File: config.mk
export PLATFORM = sky130hd
export DESIGN_NAME = tmr_unit
export DESIGN_NICKNAME = d
export VERILOG_FILES = /design/src/rtl/tmr_pkg.sv /design/src/rtl/tmr_prescaler.sv /design/src/rtl/tmr_channel.sv /design/src/rtl/tmr_unit.sv
export SDC_FILE = /design/constraint.sdc
export NUM_CORES = 1
export LEC_CHECK = 0
export ABC_AREA = 1
export ABC_CLOCK_PERIOD_IN_PS = 2800
export BUFFER_PORTS_ARGS = -buffer_cell sky130_fd_sc_hd__clkbuf_2
export CORE_AREA = 2 2 162 164
export CTS_CLUSTER_DIAMETER = 40
export DETAILED_ROUTE_END_ITERATION = 16
export DIE_AREA = 0 0 164 166
export PLACE_DENSITY = 0.72
export RECOVER_POWER = 50
export SETUP_SLACK_MARGIN = 0.15
export SLEW_MARGIN = 20
export SYNTH_ARGS = -nofsm -noshare
export SYNTH_HDL_FRONTEND = slang
export SYNTH_HIERARCHICAL = 1
export SYNTH_SLANG_ARGS = --single-unit
File: constraint.sdc
create_clock -name clk -period 2.8 [get_ports clk]
set_input_delay 0.14 -clock clk [delete_from_list [all_inputs] [get_ports clk]]
set_output_delay 0.14 -clock clk [all_outputs]
set_load 0.005 [all_outputs]
File: src/rtl/tmr_pkg.sv
package tmr_pkg;
  localparam int BUS_W = 32;
  localparam int CB_EN = 0;
  localparam int CB_AR = 1;
  localparam int CB_LD = 2;
  localparam int CB_IE = 3;
  localparam int CB_IP = 4;
  localparam logic [1:0] W_CNT = 2'd0;
  localparam logic [1:0] W_RLD = 2'd1;
  localparam logic [1:0] W_CTL = 2'd2;
endpackage

File: src/rtl/tmr_prescaler.sv
module tmr_prescaler #(
  parameter int PS_W = 16
) (
  input  logic            clk,
  input  logic            rst,
  input  logic            wr_val,
  input  logic            wr_rld,
  input  logic [PS_W-1:0] wdata,
  output logic [PS_W-1:0] ps_val,
  output logic [PS_W-1:0] ps_rld,
  output logic            tick
);
  assign tick = (ps_val == '0);

  always_ff @(posedge clk) begin
    if (rst) begin
      ps_val <= '0;
      ps_rld <= '0;
    end else begin
      if (wr_rld) ps_rld <= wdata;
      if (wr_val)    ps_val <= wdata;
      else if (tick) ps_val <= ps_rld;
      else           ps_val <= ps_val - 1'b1;
    end
  end

  // after a tick with no direct write, the value restarts from the reload
  a_r3_reload_after_tick: assert property (@(posedge clk) disable iff (rst)
    (tick && !wr_val && !wr_rld) |=> (ps_val == $past(ps_rld)));
  // between ticks the value steps down by exactly one
  a_r3_step_down: assert property (@(posedge clk) disable iff (rst)
    (!tick && !wr_val) |=> (ps_val == $past(ps_val) - 1'b1));
endmodule

File: src/rtl/tmr_channel.sv
module tmr_channel
  import tmr_pkg::*;
#(
  parameter int CW = 32
) (
  input  logic             clk,
  input  logic             rst,
  input  logic             tick,
  input  logic             wr_cnt,
  input  logic             wr_rld,
  input  logic             wr_ctl,
  input  logic [BUS_W-1:0] wdata,
  output logic [CW-1:0]    cnt_o,
  output logic [CW-1:0]    rld_o,
  output logic [BUS_W-1:0] ctl_o,
  output logic             irq_o
);
  logic en, ar, ie, pend;
  logic expire;
  logic [BUS_W-1:0] unused_wdata;

  assign unused_wdata = wdata;
  assign expire = en && tick && (cnt_o == '0);
  assign ctl_o  = BUS_W'({pend, ie, 1'b0, ar, en});

  always_ff @(posedge clk) begin
    if (rst) begin
      cnt_o <= '0;
      rld_o <= '0;
      en    <= 1'b0;
      ar    <= 1'b0;
      ie    <= 1'b0;
      pend  <= 1'b0;
      irq_o <= 1'b0;
    end else begin
      irq_o <= expire && ie;
      if (wr_rld) rld_o <= wdata[CW-1:0];
      if (wr_ctl) begin
        en <= wdata[CB_EN];
        ar <= wdata[CB_AR];
        ie <= wdata[CB_IE];
      end else if (expire && !ar) begin
        en <= 1'b0;
      end
      if (expire && ie)               pend <= 1'b1;
      else if (wr_ctl && wdata[CB_IP]) pend <= 1'b0;
      if (wr_ctl && wdata[CB_LD]) cnt_o <= rld_o;
      else if (wr_cnt)            cnt_o <= wdata[CW-1:0];
      else if (expire)            cnt_o <= ar ? rld_o : '0;
      else if (en && tick)        cnt_o <= cnt_o - 1'b1;
    end
  end

  // interrupt output only comes with a pending flag latched
  a_r5_irq_has_pend: assert property (@(posedge clk) disable iff (rst)
    irq_o |-> pend);
  // pending rises only from an enabled expiry
  a_r5_pend_cause: assert property (@(posedge clk) disable iff (rst)
    $rose(pend) |-> $past(en && tick && (cnt_o == '0) && ie));
  // one-shot expiry stops the channel
  a_r9_one_shot_stop: assert property (@(posedge clk) disable iff (rst)
    (en && tick && (cnt_o == '0) && !ar && !wr_ctl) |=> !en);
  // a disabled channel with no writes holds its count
  a_r12_hold: assert property (@(posedge clk) disable iff (rst)
    (!en && !wr_cnt && !wr_ctl) |=> $stable(cnt_o));
endmodule

File: src/rtl/tmr_unit.sv
module tmr_unit
  import tmr_pkg::*;
#(
  parameter int NUM_CH   = 2,
  parameter int CW       = 32,
  parameter int PS_W     = 16,
  parameter int IRQ_BASE = 8,
  parameter int AW       = 8
) (
  input  logic             clk,
  input  logic             rst,
  input  logic [AW-1:0]    addr,
  input  logic             wr_en,
  input  logic [BUS_W-1:0] wdata,
  output logic [BUS_W-1:0] rdata,
  output logic [NUM_CH-1:0] irq
);
  localparam int SLOT_W = AW - 4;
  localparam logic [BUS_W-1:0] UNIT_CFG =
    BUS_W'(NUM_CH % 8) | (BUS_W'(IRQ_BASE % 32) << 3) | BUS_W'(32'h300);

  logic [SLOT_W-1:0] slot;
  logic [1:0]        word;
  logic [1:0]        unused_lsb;
  logic              unmapped;
  logic [PS_W-1:0]   ps_val, ps_rld;
  logic              tick;
  logic [CW-1:0]     ch_cnt [NUM_CH];
  logic [CW-1:0]     ch_rld [NUM_CH];
  logic [BUS_W-1:0]  ch_ctl [NUM_CH];
  logic [BUS_W-1:0]  rd_next;

  assign slot       = addr[AW-1:4];
  assign word       = addr[3:2];
  assign unused_lsb = addr[1:0];
  assign unmapped   = (word == 2'd3) || (32'(slot) > NUM_CH);

  tmr_prescaler #(.PS_W(PS_W)) i_ps (
    .clk(clk), .rst(rst),
    .wr_val(wr_en && slot == '0 && word == W_CNT),
    .wr_rld(wr_en && slot == '0 && word == W_RLD),
    .wdata(wdata[PS_W-1:0]),
    .ps_val(ps_val), .ps_rld(ps_rld), .tick(tick)
  );

  for (genvar g = 0; g < NUM_CH; g++) begin : g_ch
    logic sel;
    assign sel = wr_en && (slot == SLOT_W'(g + 1));
    tmr_channel #(.CW(CW)) i_ch (
      .clk(clk), .rst(rst), .tick(tick),
      .wr_cnt(sel && word == W_CNT),
      .wr_rld(sel && word == W_RLD),
      .wr_ctl(sel && word == W_CTL),
      .wdata(wdata),
      .cnt_o(ch_cnt[g]), .rld_o(ch_rld[g]), .ctl_o(ch_ctl[g]),
      .irq_o(irq[g])
    );
  end

  always_comb begin
    rd_next = '0;
    if (slot == '0) begin
      case (word)
        W_CNT:   rd_next = BUS_W'(ps_val);
        W_RLD:   rd_next = BUS_W'(ps_rld);
        W_CTL:   rd_next = UNIT_CFG;
        default: rd_next = '0;
      endcase
    end
    for (int i = 0; i < NUM_CH; i++) begin
      if (slot == SLOT_W'(i + 1)) begin
        case (word)
          W_CNT:   rd_next = BUS_W'(ch_cnt[i]);
          W_RLD:   rd_next = BUS_W'(ch_rld[i]);
          W_CTL:   rd_next = ch_ctl[i];
          default: rd_next = '0;
        endcase
      end
    end
  end

  always_ff @(posedge clk) begin
    if (rst) rdata <= '0;
    else     rdata <= rd_next;
  end

  // unmapped addresses read back as zero
  a_r11_unmapped_zero: assert property (@(posedge clk) disable iff (rst)
    unmapped |=> (rdata == '0));
  // capability word is constant whenever it is read
  a_r10_cfg_const: assert property (@(posedge clk) disable iff (rst)
    (slot == '0 && word == W_CTL) |=> (rdata == UNIT_CFG));
endmodule

; Word-level counts from Yosys, hierarchy flattened
; Cells that the tools add are included.
[word_totals]
reg_bits = 202
mem_bits_rw = 0
output_inout_bits = 34
mem_bits_ro = 0
n_memories = 0
latch_bits = 0
inputBits = 43
word_cells = 86
[classes]
n_bitwise = 0
magnitude_cmp = 0
eq_ne = 4
shifts = 0
n_addsub = 3
div = 0
n_reduce_logical = 36
n_mul = 0
n_mux = 26
[op_table]
columns = operator, n
row1 = 32-bit 2-to-1 mux, 12
row2 = 32-bit one-hot mux with 3 select lines, 2
row3 = 32-bit logical NOT, 2
row4 = 32-bit by 1-bit subtractor with 32-bit output (second input constant), 2
row5 = 16-bit 2-to-1 mux, 3
row6 = 16-bit one-hot mux with 3 select lines, 1
row7 = 1-bit logical AND, 23
row8 = 16-bit logical NOT, 1
row9 = 16-bit by 1-bit subtractor with 16-bit output (second input constant), 1
row10 = 1-bit 2-to-1 mux, 8
row11 = 2-bit nonzero test, 4
row12 = 4-bit nonzero test, 2
row13 = 4-bit by 1-bit equality test with 1-bit output (second input constant), 1
row14 = 4-bit by 2-bit equality test with 1-bit output (second input constant), 1
row15 = 4-bit logical NOT, 1
row16 = 2-bit by 1-bit equality test with 1-bit output (second input constant), 1
row17 = 2-bit equality test (second input constant), 1
row18 = 1-bit logical NOT, 2
row19 = 2-bit logical NOT, 1

; Depth between registers and ports, before layout
; Gate-level depths: netlist of run 1.
[logic_depth]
depth_word = 6
depth_mapped = 20

; Modules after synthesis
; Netlist of run 1, hierarchy kept.
[modules_own_cells]
columns = module, seq_area_each_um2, area_per_inst_um2, n_inst, cells_per_inst
row1 = tmr_channel, 1381.3, 4540.6, 2, 717
row2 = tmr_unit, 640.6, 2877.8, 1, 554
row3 = tmr_prescaler, 640.6, 1915.6, 1, 298

; Least setup slack after synthesis of run 1
; Ideal clock, no wire load.
[synth_timing]
path_type = flip-flop to flip-flop
from = reg i_ps.ps_val[0]
to = reg g_ch[0].i_ch.cnt_o[5]
slack_ns = 0.573
setup_time_ns = 0.117
required_ns = 2.683
period_less_slack_ns = 2.227
t_arrival_ns = 2.110
stages_incl_launch_ff = 19
path_cell_list = dfxtp_1 -> inv_1 -> ha_1 -> inv_1 -> nor2_1 -> nand2_1 -> nor2_4 -> nand2_4 -> inv_2 -> nand2_1 -> inv_1 -> nand2_1 -> nor2_4 -> nand2_1 -> buf_2 -> a31oi_1 -> o21ai_1 -> a21oi_1 -> nor2_1
[synth_via]
elab_chain_cells = 6
elab_cells_between_ends = 7
classes_between = mux (3) / reduce/logical (4)
[synth_rtl]
columns = item, line_no
row1 = "start, declared", tmr_prescaler.sv:9  ; output logic [PS_W-1:0] ps_val,
row2 = "start signal, assigned", tmr_prescaler.sv:21  ; if (wr_val) ps_val <= wdata;
row3 = "start signal, assigned", tmr_prescaler.sv:22  ; else if (tick) ps_val <= ps_rld;
row4 = "start signal, assigned", tmr_prescaler.sv:23  ; else ps_val <= ps_val - 1'b1;
row5 = 16-bit logical NOT (*), tmr_prescaler.sv:13  ; assign tick = (ps_val == '0);
row6 = net tick, tmr_unit.sv:27  ; logic tick;
row7 = 1-bit logical AND (*), "tmr_channel.sv:23, tmr_channel.sv:50"
row8 = 1-bit logical AND, tmr_channel.sv:23  ; assign expire = en && tick && (cnt_o == '0);
row9 = 32-bit 2-to-1 mux, tmr_channel.sv:49  ; else if (expire) cnt_o <= ar ? rld_o : '0;
row10 = 32-bit 2-to-1 mux, tmr_channel.sv:48  ; else if (wr_cnt) cnt_o <= wdata[CW-1:0];
row11 = 32-bit 2-to-1 mux, tmr_channel.sv:47  ; if (wr_ctl && wdata[CB_LD]) cnt_o <= rld_o;
row12 = "end signal, assigned", tmr_channel.sv:47
row13 = "end signal, assigned", tmr_channel.sv:48
row14 = "end signal, assigned", tmr_channel.sv:49
row15 = "end, declared", tmr_channel.sv:13  ; output logic [CW-1:0] cnt_o,
; Mark *: on every way through the listed nets, which the timed path passes. The rest lies on a longest branch.
; A chain may end at the register's enable or synchronous reset.

; Worst setup path in the final report of run 1
[layout_timing]
from = in addr[2]
to = reg i_ps.ps_rld[15]
[layout_via]
elab_chain_cells = 2
[layout_rtl]
columns = item, line_no
row1 = "start, declared", tmr_unit.sv:12  ; input logic [AW-1:0] addr,
row2 = 2-bit by 1-bit equality test with 1-bit output, tmr_unit.sv:41  ; .wr_rld(wr_en && slot == '0 && word == W_RLD),
row3 = 1-bit logical AND, tmr_unit.sv:41
row4 = "end signal, assigned", tmr_prescaler.sv:20  ; if (wr_rld) ps_rld <= wdata;
row5 = "end, declared", tmr_prescaler.sv:10  ; output logic [PS_W-1:0] ps_rld,
; Every way passes these cells.

==> impl_metrics.csv, run 1 <==
group,metric,value,unit
outcome,status,"complete, no violations",
final_layout,fillers,2477,
sta,slew_headroom,0.108,
setup_path,cp_max_fo,23,
detailed_routing,wl_per_cell,18.1,µm
global_route,grt_max_degree,81,
detailed_routing,drtPass1Iterations,6,
final_layout,drive_gt1_frac,0.119,
synth,syn_area_per_cell,6.07,µm²
setup_path,cp-start-kind,"input port",
detailed_routing,num_vias,15506,
final_layout,utilization,0.618,
synth,yosysWarnings,6,
worst_hold_path,hold_depth,3,
job,maxCapViolations,0,
sta,setup_viol,0,
synth,synth_simple_gate_area_frac,0.373,
worst_hold_path,whs_endpoint,"g_ch[1].i_ch/en$_SDFFE_PP0P_",
synth,syn-cell-area,13900,µm²
floorplanning,start_util,0.542,
synth,netlist.area_leader.share,0.291,
clocking,clk_pin_slew_worst_paths,50,ps
setup_path,crit_arrival,2860,ps
clocking,cts_buffers,37,
sta,period_share,0.890,
final_layout,area_growth,14.1,%
setup_path,critPathTopFamily,"buffers and inverters",
setup_path,worstReg2RegEnd,"g_ch[0].i_ch/cnt_o[28]$_SDFFE_PP0P_",
setup_path,cp-end-kind,"flip-flop",
final_layout,final-seq-area,4040,µm²
floorplanning,dieArea,27200,µm²
pwr,power_density,641,nW/µm²
clocking,htreeDepth,2,
floorplanning,core,25600,µm²
sta,hold_viol_final,0,
placed_design,hpwl,33800,µm
synth,synth_cells,2286,
floorplanning,io_pins,77,
final_layout,antenna_cells,0,
setup_path,crit_required,3170,ps
placed_design,gp_congestion,0.972,
global_route,grt_pass1_vias,14061,
sta,rsz0062_at_grt,"no",
worst_hold_path,hp-class,"in2reg",
setup_path,slowest_delay,730,ps
detailed_routing,drc,0,
setup_path,crit_path_top_delay_cell,"clkbuf_1",
synth,synth_top_family_by_area,"simple AND/OR/NAND/NOR gates",
floorplanning,die_h,166,µm
clocking,clk_path_buf_depth,3,
detailed_routing,drtIter0Drc,1868,
final_layout,final_cells,2729,
detailed_routing,viasPerCell,5.68,
sta,slew_violations,0,
clocking,cts_root_buf,"clkbuf_16",
synth,synth_edf_count,0,
synth,muxShareOfSynthArea,0,
setup_path,crit_type,"in2reg",
global_route,grt_pass1_wl,76500,µm
synth,synthAdderAreaFrac,0.00361,
floorplanning,die_x,164,µm
sta,worst_pin_slew,1340,ps
setup_path,reg2reg_from,"i_ps/ps_val[0]$_SDFF_PP0_",
setup_path,cp.depth,10,
sta,fin_skew,28.7,ps
sta,fin_setup_tns,0,ps
final_layout,final_cell_mix,"nand2_1 (613), nand3_1 (241), inv_1 (229)",
synth,ys_seq_area_frac,0.291,
detailed_routing,drt_wl_total,49500,µm
synth,synth.area.top_cells,"dfxtp_1 (29%), nand2_1 (17%), nand3_1 (8.7%)",
detailed_routing,antenna_left,0,
sta,max_freq,0.401,GHz
final_layout,multi_input_area,8180,µm²
floorplanning,rows,59,
synth,synth_ff_type,"dfxtp_1",
pwr,vdd_drop_max,0.469,mV
clocking,clock_latency,530,ps
pwr,power,10.1,mW
pwr,p_leak,7.67,nW
clocking,cts_tree,"built",
synth,synth-seq-cells,202,
setup_path,r2r_cells,19,
placed_design,port-buffer-count,74,
setup_path,critical_path_buf_inv_count,6,
synth,synth-xor-area-share,0.0152,
synth,synth.distinct_cells,44,
final_layout,fin_nets,2414,
synth,synth-compound-area-share,0.179,
global_route,grt_usage,0.354,
placed_design,dp.cells,2627,
clocking,clock-sinks,202,
setup_path,r2r_slack,310,ps
synth,yosysTopAreaCell,"dfxtp_1",
global_route,antenna_found_initial,0,
setup_path,cpMostUsedCell,"inv_1",
synth,async_reset_ff_frac,0,
setup_path,cp_cell_sequence,"clkbuf_2 -> clkbuf_1 -> inv_1 -> nor2_4 -> inv_1 -> nor3_1 -> clkbuf_1 -> inv_1 -> o21ai_0 -> a21oi_1",
global_route,grt-ovfl-total,0,
sta,post-route-min-period,2490,ps
worst_hold_path,hold_start,"wdata[0]",
final_layout,layout_commonest_cell,"nand2_1",
## stage by stage
step	area [µm²]	hold WS (ps)	setup WS, ps
after floorplan	14100	209	573
after global placement	14300	414	202
after detailed placement	14300	412	134
after CTS	15700	4.68	180
after global routing	15800	16.6	135
final	15800	36.0	307
## Yosys cell counts, types with 3 or more instances
cell type / n
o22ai_1: 8
buf_4: 69
nand2_1: 616
clkinv_1: 4
o21ai_2: 4
xnor2_1: 15
clkbuf_1: 68
o211ai_1: 16
nand2_4: 5
ha_1: 4
nand4_1: 16
nor2_2: 13
o21bai_1: 10
buf_6: 5
nand2_2: 7
o21ai_1: 31
inv_2: 7
nor2_1: 215
a21oi_2: 5
dfxtp_1: 202
a31oi_1: 6
nor2_4: 20
buf_2: 31
nor2_8: 4
a21oi_1: 191
or2_2: 9
inv_1: 230
nor3_2: 3
nand3_2: 6
xor2_1: 9
o21ai_0: 191
nor3_1: 5
nand3_1: 241
## registers in the layout, summed over array words and instances (netlist names)
signal           flops
g_ch.i_ch/irq_o      2
i_ps/ps_rld         16
g_ch.i_ch/pend       2
g_ch.i_ch/ar         2
rdata               32
g_ch.i_ch/rld_o     64
i_ps/ps_val         16
g_ch.i_ch/cnt_o     64
g_ch.i_ch/ie         2
g_ch.i_ch/en         2
## logic make-up (layout without fill, tap and decap cells)
group                      after synthesis  in the layout
and+or+nand+nor                       1169           1170
AOI/OAI and AO/OA                      468            468
buffers and inverters                  417            470
DFF                                    202            202
xor gates and xnor gates                24             24
adders and majority gates                4              4
other                                    2             56
## layer usage
layer	routed length, µm	up-vias	GRT usage
met2	22100	809	0.552
met3	5100	141	0.0574
met4	1790	0	0.125
met1	20500	7119	0.494
met5	0	-	0
li1	-	7437	-
## worst max path at each step
| stage | slack, ps | startpoint | endpoint |
|---|---|---|---|
| after floorplan | 570 | i_ps/ps_val[0]$_SDFF_PP0_ | g_ch[0].i_ch/cnt_o[5]$_SDFFE_PP0P_ |
| after global placement | 200 | addr[6] | g_ch[1].i_ch/cnt_o[21]$_SDFFE_PP0P_ |
| after detailed placement | 130 | addr[7] | g_ch[1].i_ch/cnt_o[18]$_SDFFE_PP0P_ |
| after CTS | 180 | i_ps/ps_val[0]$_SDFF_PP0_ | g_ch[0].i_ch/cnt_o[12]$_SDFFE_PP0P_ |
| after global routing | 130 | i_ps/ps_val[0]$_SDFF_PP0_ | g_ch[1].i_ch/cnt_o[5]$_SDFFE_PP0P_ |
| final | 310 | addr[2] | i_ps/ps_rld[15]$_SDFFE_PP0P_ |
## power by group
part / total, mW / switching [mW] / internal, mW
clock: 4.42 / 1.65 / 2.77
combinational: 2.55 / 1.64 / 0.906
sequential: 3.18 / 0.176 / 3.00
total: 10.1 / 3.47 / 6.68
## what timing repair did
action	in CTS	in global routing
resized for setup	0	22
endpoints found under the hold margin	34	0
hold buffers	17	0
setup endpoints to repair	0	57
buffers inserted	0	16
## area by class of cell
cell class,count,area share
multi-input combinational,1722,0.517
sequential,202,0.255
timing repair buffer,159,0.0648
clock buffer,45,0.0631
inverter,243,0.0593
tap,335,0.0265
clock inverter,21,0.0134
timing repair inverter,2,0.00111
## worst min-delay path, stage by stage
cell and delay (ps):
clkbuf_2 190, nand2_1 110, a21oi_1 50
Power figures use the tool's default switching activity.
==> inputs of run 2 (changes only) <==
--- a/config.mk
+++ b/config.mk
@@ -5,13 +5,12 @@
 export SDC_FILE = /design/constraint.sdc
 export NUM_CORES = 1
 export LEC_CHECK = 0
-export ABC_AREA = 1
 export ABC_CLOCK_PERIOD_IN_PS = 2800
 export BUFFER_PORTS_ARGS = -buffer_cell sky130_fd_sc_hd__clkbuf_2
-export CORE_AREA = 2 2 162 164
+export CORE_AREA = 2 2 160 162
 export CTS_CLUSTER_DIAMETER = 40
 export DETAILED_ROUTE_END_ITERATION = 16
-export DIE_AREA = 0 0 164 166
+export DIE_AREA = 0 0 162 164
 export PLACE_DENSITY = 0.72
 export RECOVER_POWER = 50
 export SETUP_SLACK_MARGIN = 0.15
==> run 2 against run 1 <==
Critical path depth down 2. Sequential share of layout area down 0.56 points. Setup slack lost 190 ps. Global-route usage rose by 0.46 points. Combinational power is 2% lower. Fmax fell by 7.1%.
==> impl_metrics.csv, run 2 <==
group,metric,value,unit
outcome,status,"complete, no violations",
clocking,htreeDepth,2,
final_layout,area_growth,20.0,%
sta,slew_headroom,0.190,
synth,syn-cell-area,13500,µm²
clocking,clk_path_buf_depth,3,
clocking,clock-sinks,202,
final_layout,largestRegisters,"g_ch.i_ch/cnt_o x64, g_ch.i_ch/rld_o x64, rdata x32",
final_layout,fillers,2151,
synth,synth_simple_gate_area_frac,0.245,
synth,synth-compound-area-share,0.219,
synth,async_reset_ff_frac,0,
setup_path,cp-end-kind,"flip-flop",
sta,fin_setup_tns,0,ps
final_layout,final_cell_mix,"nor2_1 (215), dfxtp_1 (200), mux2i_1 (152)",
detailed_routing,drc,0,
clocking,cts_buffers,39,
detailed_routing,drtIter0Drc,1696,
synth,synthAdderAreaFrac,0.00371,
floorplanning,start_util,0.544,
sta,rsz0062_at_grt,"yes",
setup_path,r2r_slack,130,ps
global_route,grt_pass1_wl,74700,µm
pwr,vdd_drop_max,0.464,mV
pwr,power,10.6,mW
sta,slew_violations,0,
pwr,power_density,652,nW/µm²
detailed_routing,num_vias,14181,
setup_path,crit_type,"in2reg",
synth,ys_seq_area_frac,0.300,
detailed_routing,wl_per_cell,22.2,µm
global_route,grt-ovfl-total,0,
job,maxCapViolations,0,
setup_path,cp-start-kind,"input port",
final_layout,antenna_cells,0,
placed_design,port-buffer-count,74,
final_layout,layout_commonest_cell,"nor2_1",
setup_path,crit_required,3180,ps
setup_path,cp_max_fo,32,
synth,muxShareOfSynthArea,0.128,
pwr,p_leak,6.30,nW
floorplanning,die_x,162,µm
setup_path,slowest_delay,960,ps
final_layout,final_cells,2198,
synth,synth_top_family_by_area,"simple AND/OR/NAND/NOR gates",
synth,netlist.area_leader.share,0.300,
synth,synth_ff_type,"dfxtp_1",
setup_path,reg2reg_from,"i_ps/ps_val[0]$_SDFF_PP0_",
floorplanning,core,24800,µm²
synth,synth_cells,1720,
floorplanning,io_pins,77,
global_route,grt_max_degree,76,
synth,synth.distinct_cells,80,
setup_path,endpoint,"rdata[1]$_SDFF_PP0_",
setup_path,worstReg2RegEnd,"g_ch[1].i_ch/cnt_o[27]$_SDFFE_PP0P_",
setup_path,crit_arrival,3060,ps
clocking,clock_latency,530,ps
setup_path,crit_path_top_delay_cell,"clkbuf_2",
synth,syn_area_per_cell,7.85,µm²
sta,post-route-min-period,2680,ps
clocking,cts_tree,"built",
final_layout,fin_nets,1885,
sta,setup_viol,0,
floorplanning,dieArea,26600,µm²
worst_hold_path,hp-class,"in2reg",
floorplanning,rows,58,
placed_design,dp_slack,61.5,ps
global_route,grt_pass1_vias,13086,
synth,synth_edf_count,0,
detailed_routing,antenna_left,0,
synth,synth-xor-area-share,0.0240,
placed_design,hpwl,33300,µm
detailed_routing,viasPerCell,6.45,
setup_path,cpMostUsedCell,"clkbuf_2",
final_layout,drive_gt1_frac,0.171,
synth,yosysWarnings,6,
sta,worst_pin_slew,1210,ps
sta,fin_skew,19.0,ps
detailed_routing,drt_wl_total,48800,µm
global_route,grt_usage,0.358,
synth,yosysTopAreaCell,"dfxtp_1",
setup_path,cp_cell_sequence,"clkbuf_1 -> buf_4 -> clkbuf_2 -> nor2b_4 -> clkbuf_2 -> and2_1 -> o21ai_1 -> nand3_1",
worst_hold_path,hold_start,"wdata[31]",
clocking,clk_pin_slew_worst_paths,60,ps
sta,period_share,0.958,
synth,yosysMostFrequentCell,"nor2_1",
sta,max_freq,0.373,GHz
floorplanning,die_h,164,µm
synth,synth-seq-cells,202,
sta,holdWs,24.5,ps
sta,setup_slack,118,ps
placed_design,dp.cells,2100,
detailed_routing,drtPass1Iterations,6,
setup_path,crit_start,"addr[3]",
sta,hold_viol_final,0,
synth,synth.top_cells.by_count,"nor2_1 (219), dfxtp_1 (202), mux2i_1 (152)",
clocking,cts_root_buf,"clkbuf_16",
setup_path,r2r_cells,11,
global_route,antenna_found_initial,0,
placed_design,gp_congestion,1.05,
synth,synth.area.top_cells,"dfxtp_1 (30%), mux2i_1 (11%), nor2_1 (6.1%)",
## run 2: final cells by class
cell class | instances | area, µm² | area share
Clock inverter | 22 | 283 | 0.0175
Sequential cell | 202 | 4050 | 0.250
Timing Repair Buffer | 214 | 1480 | 0.0915
Multi-Input combinational cell | 1363 | 8830 | 0.545
Tap cell | 330 | 413 | 0.0255
Clock buffer | 49 | 1070 | 0.0663
Inverter | 18 | 67.6 | 0.00417
## run 2: cell families after synthesis
group | count (synthesis)
DFF | 202
and+or+nand+nor | 663
xor gates and xnor gates | 37
adders and majority gates | 4
buffers and inverters | 209
other | 2
muxes | 170
AOI/OAI and AO/OA | 433
## run 2: per-stage QoR
stage | cell area [µm²] | utilization
after floorplan | 13800 | -
after global placement | 14500 | 0.583
after detailed placement | 14500 | 0.583
after CTS | 16000 | 0.643
after global routing | 16200 | 0.653
final | 16200 | 0.653
## run 2: worst min path at each step
| stage | end | slack [ps] | cells after the start |
|---|---|---|---|
| 3_5_place_dp | g_ch[0].i_ch/pend$_SDFFE_PP0P_ | 450 | 2 |
| 6_report | g_ch[1].i_ch/rld_o[31]$_SDFFE_PP0P_ | 20 | 3 |
| 2_1_floorplan | i_ps/ps_val[13]$_SDFF_PP0_ | 250 | 2 |
| 4_1_cts | g_ch[1].i_ch/rld_o[31]$_SDFFE_PP0P_ | 1 | 3 |
| 3_3_place_gp | g_ch[0].i_ch/pend$_SDFFE_PP0P_ | 450 | 2 |
| 5_1_grt | g_ch[1].i_ch/rld_o[20]$_SDFFE_PP0P_ | 30 | 3 |
## run 2: power breakdown
part,total (mW),switching [mW],internal [mW]
Clock,4.86,1.67,3.20
Sequential,3.21,0.190,3.02
Combinational,2.49,1.44,1.05
Total,10.6,3.30,7.26
## run 2: critical path: cells and delay by family
family / cells / cell delay [ps]
buffers and inverters: 4 / 2020
and+or+nand+nor: 3 / 540
AOI/OAI and AO/OA: 1 / 340
## run 2: what timing repair did
item | 4_1_cts | 5_1_grt
pin swaps | 2 | 27
endpoints found under the hold margin | 19 | 0
gates resized for setup | 2 | 32
buffers inserted | 1 | 13
gates cloned | 0 | 1
hold buffers | 12 | 0
endpoints found under the setup margin | 6 | 35
## run 2: layer usage
| layer | track usage | wire length [µm] | part of all wire | vias up |
|---|---|---|---|---|
| met5 | 0 | 0 | 0 | - |
| met4 | 0.177 | 2680 | 0.055 | 0 |
| met3 | 0.0662 | 5350 | 0.11 | 199 |
| met2 | 0.544 | 21200 | 0.43 | 850 |
| met1 | 0.490 | 19700 | 0.40 | 6692 |
| li1 | - | - | - | 6440 |
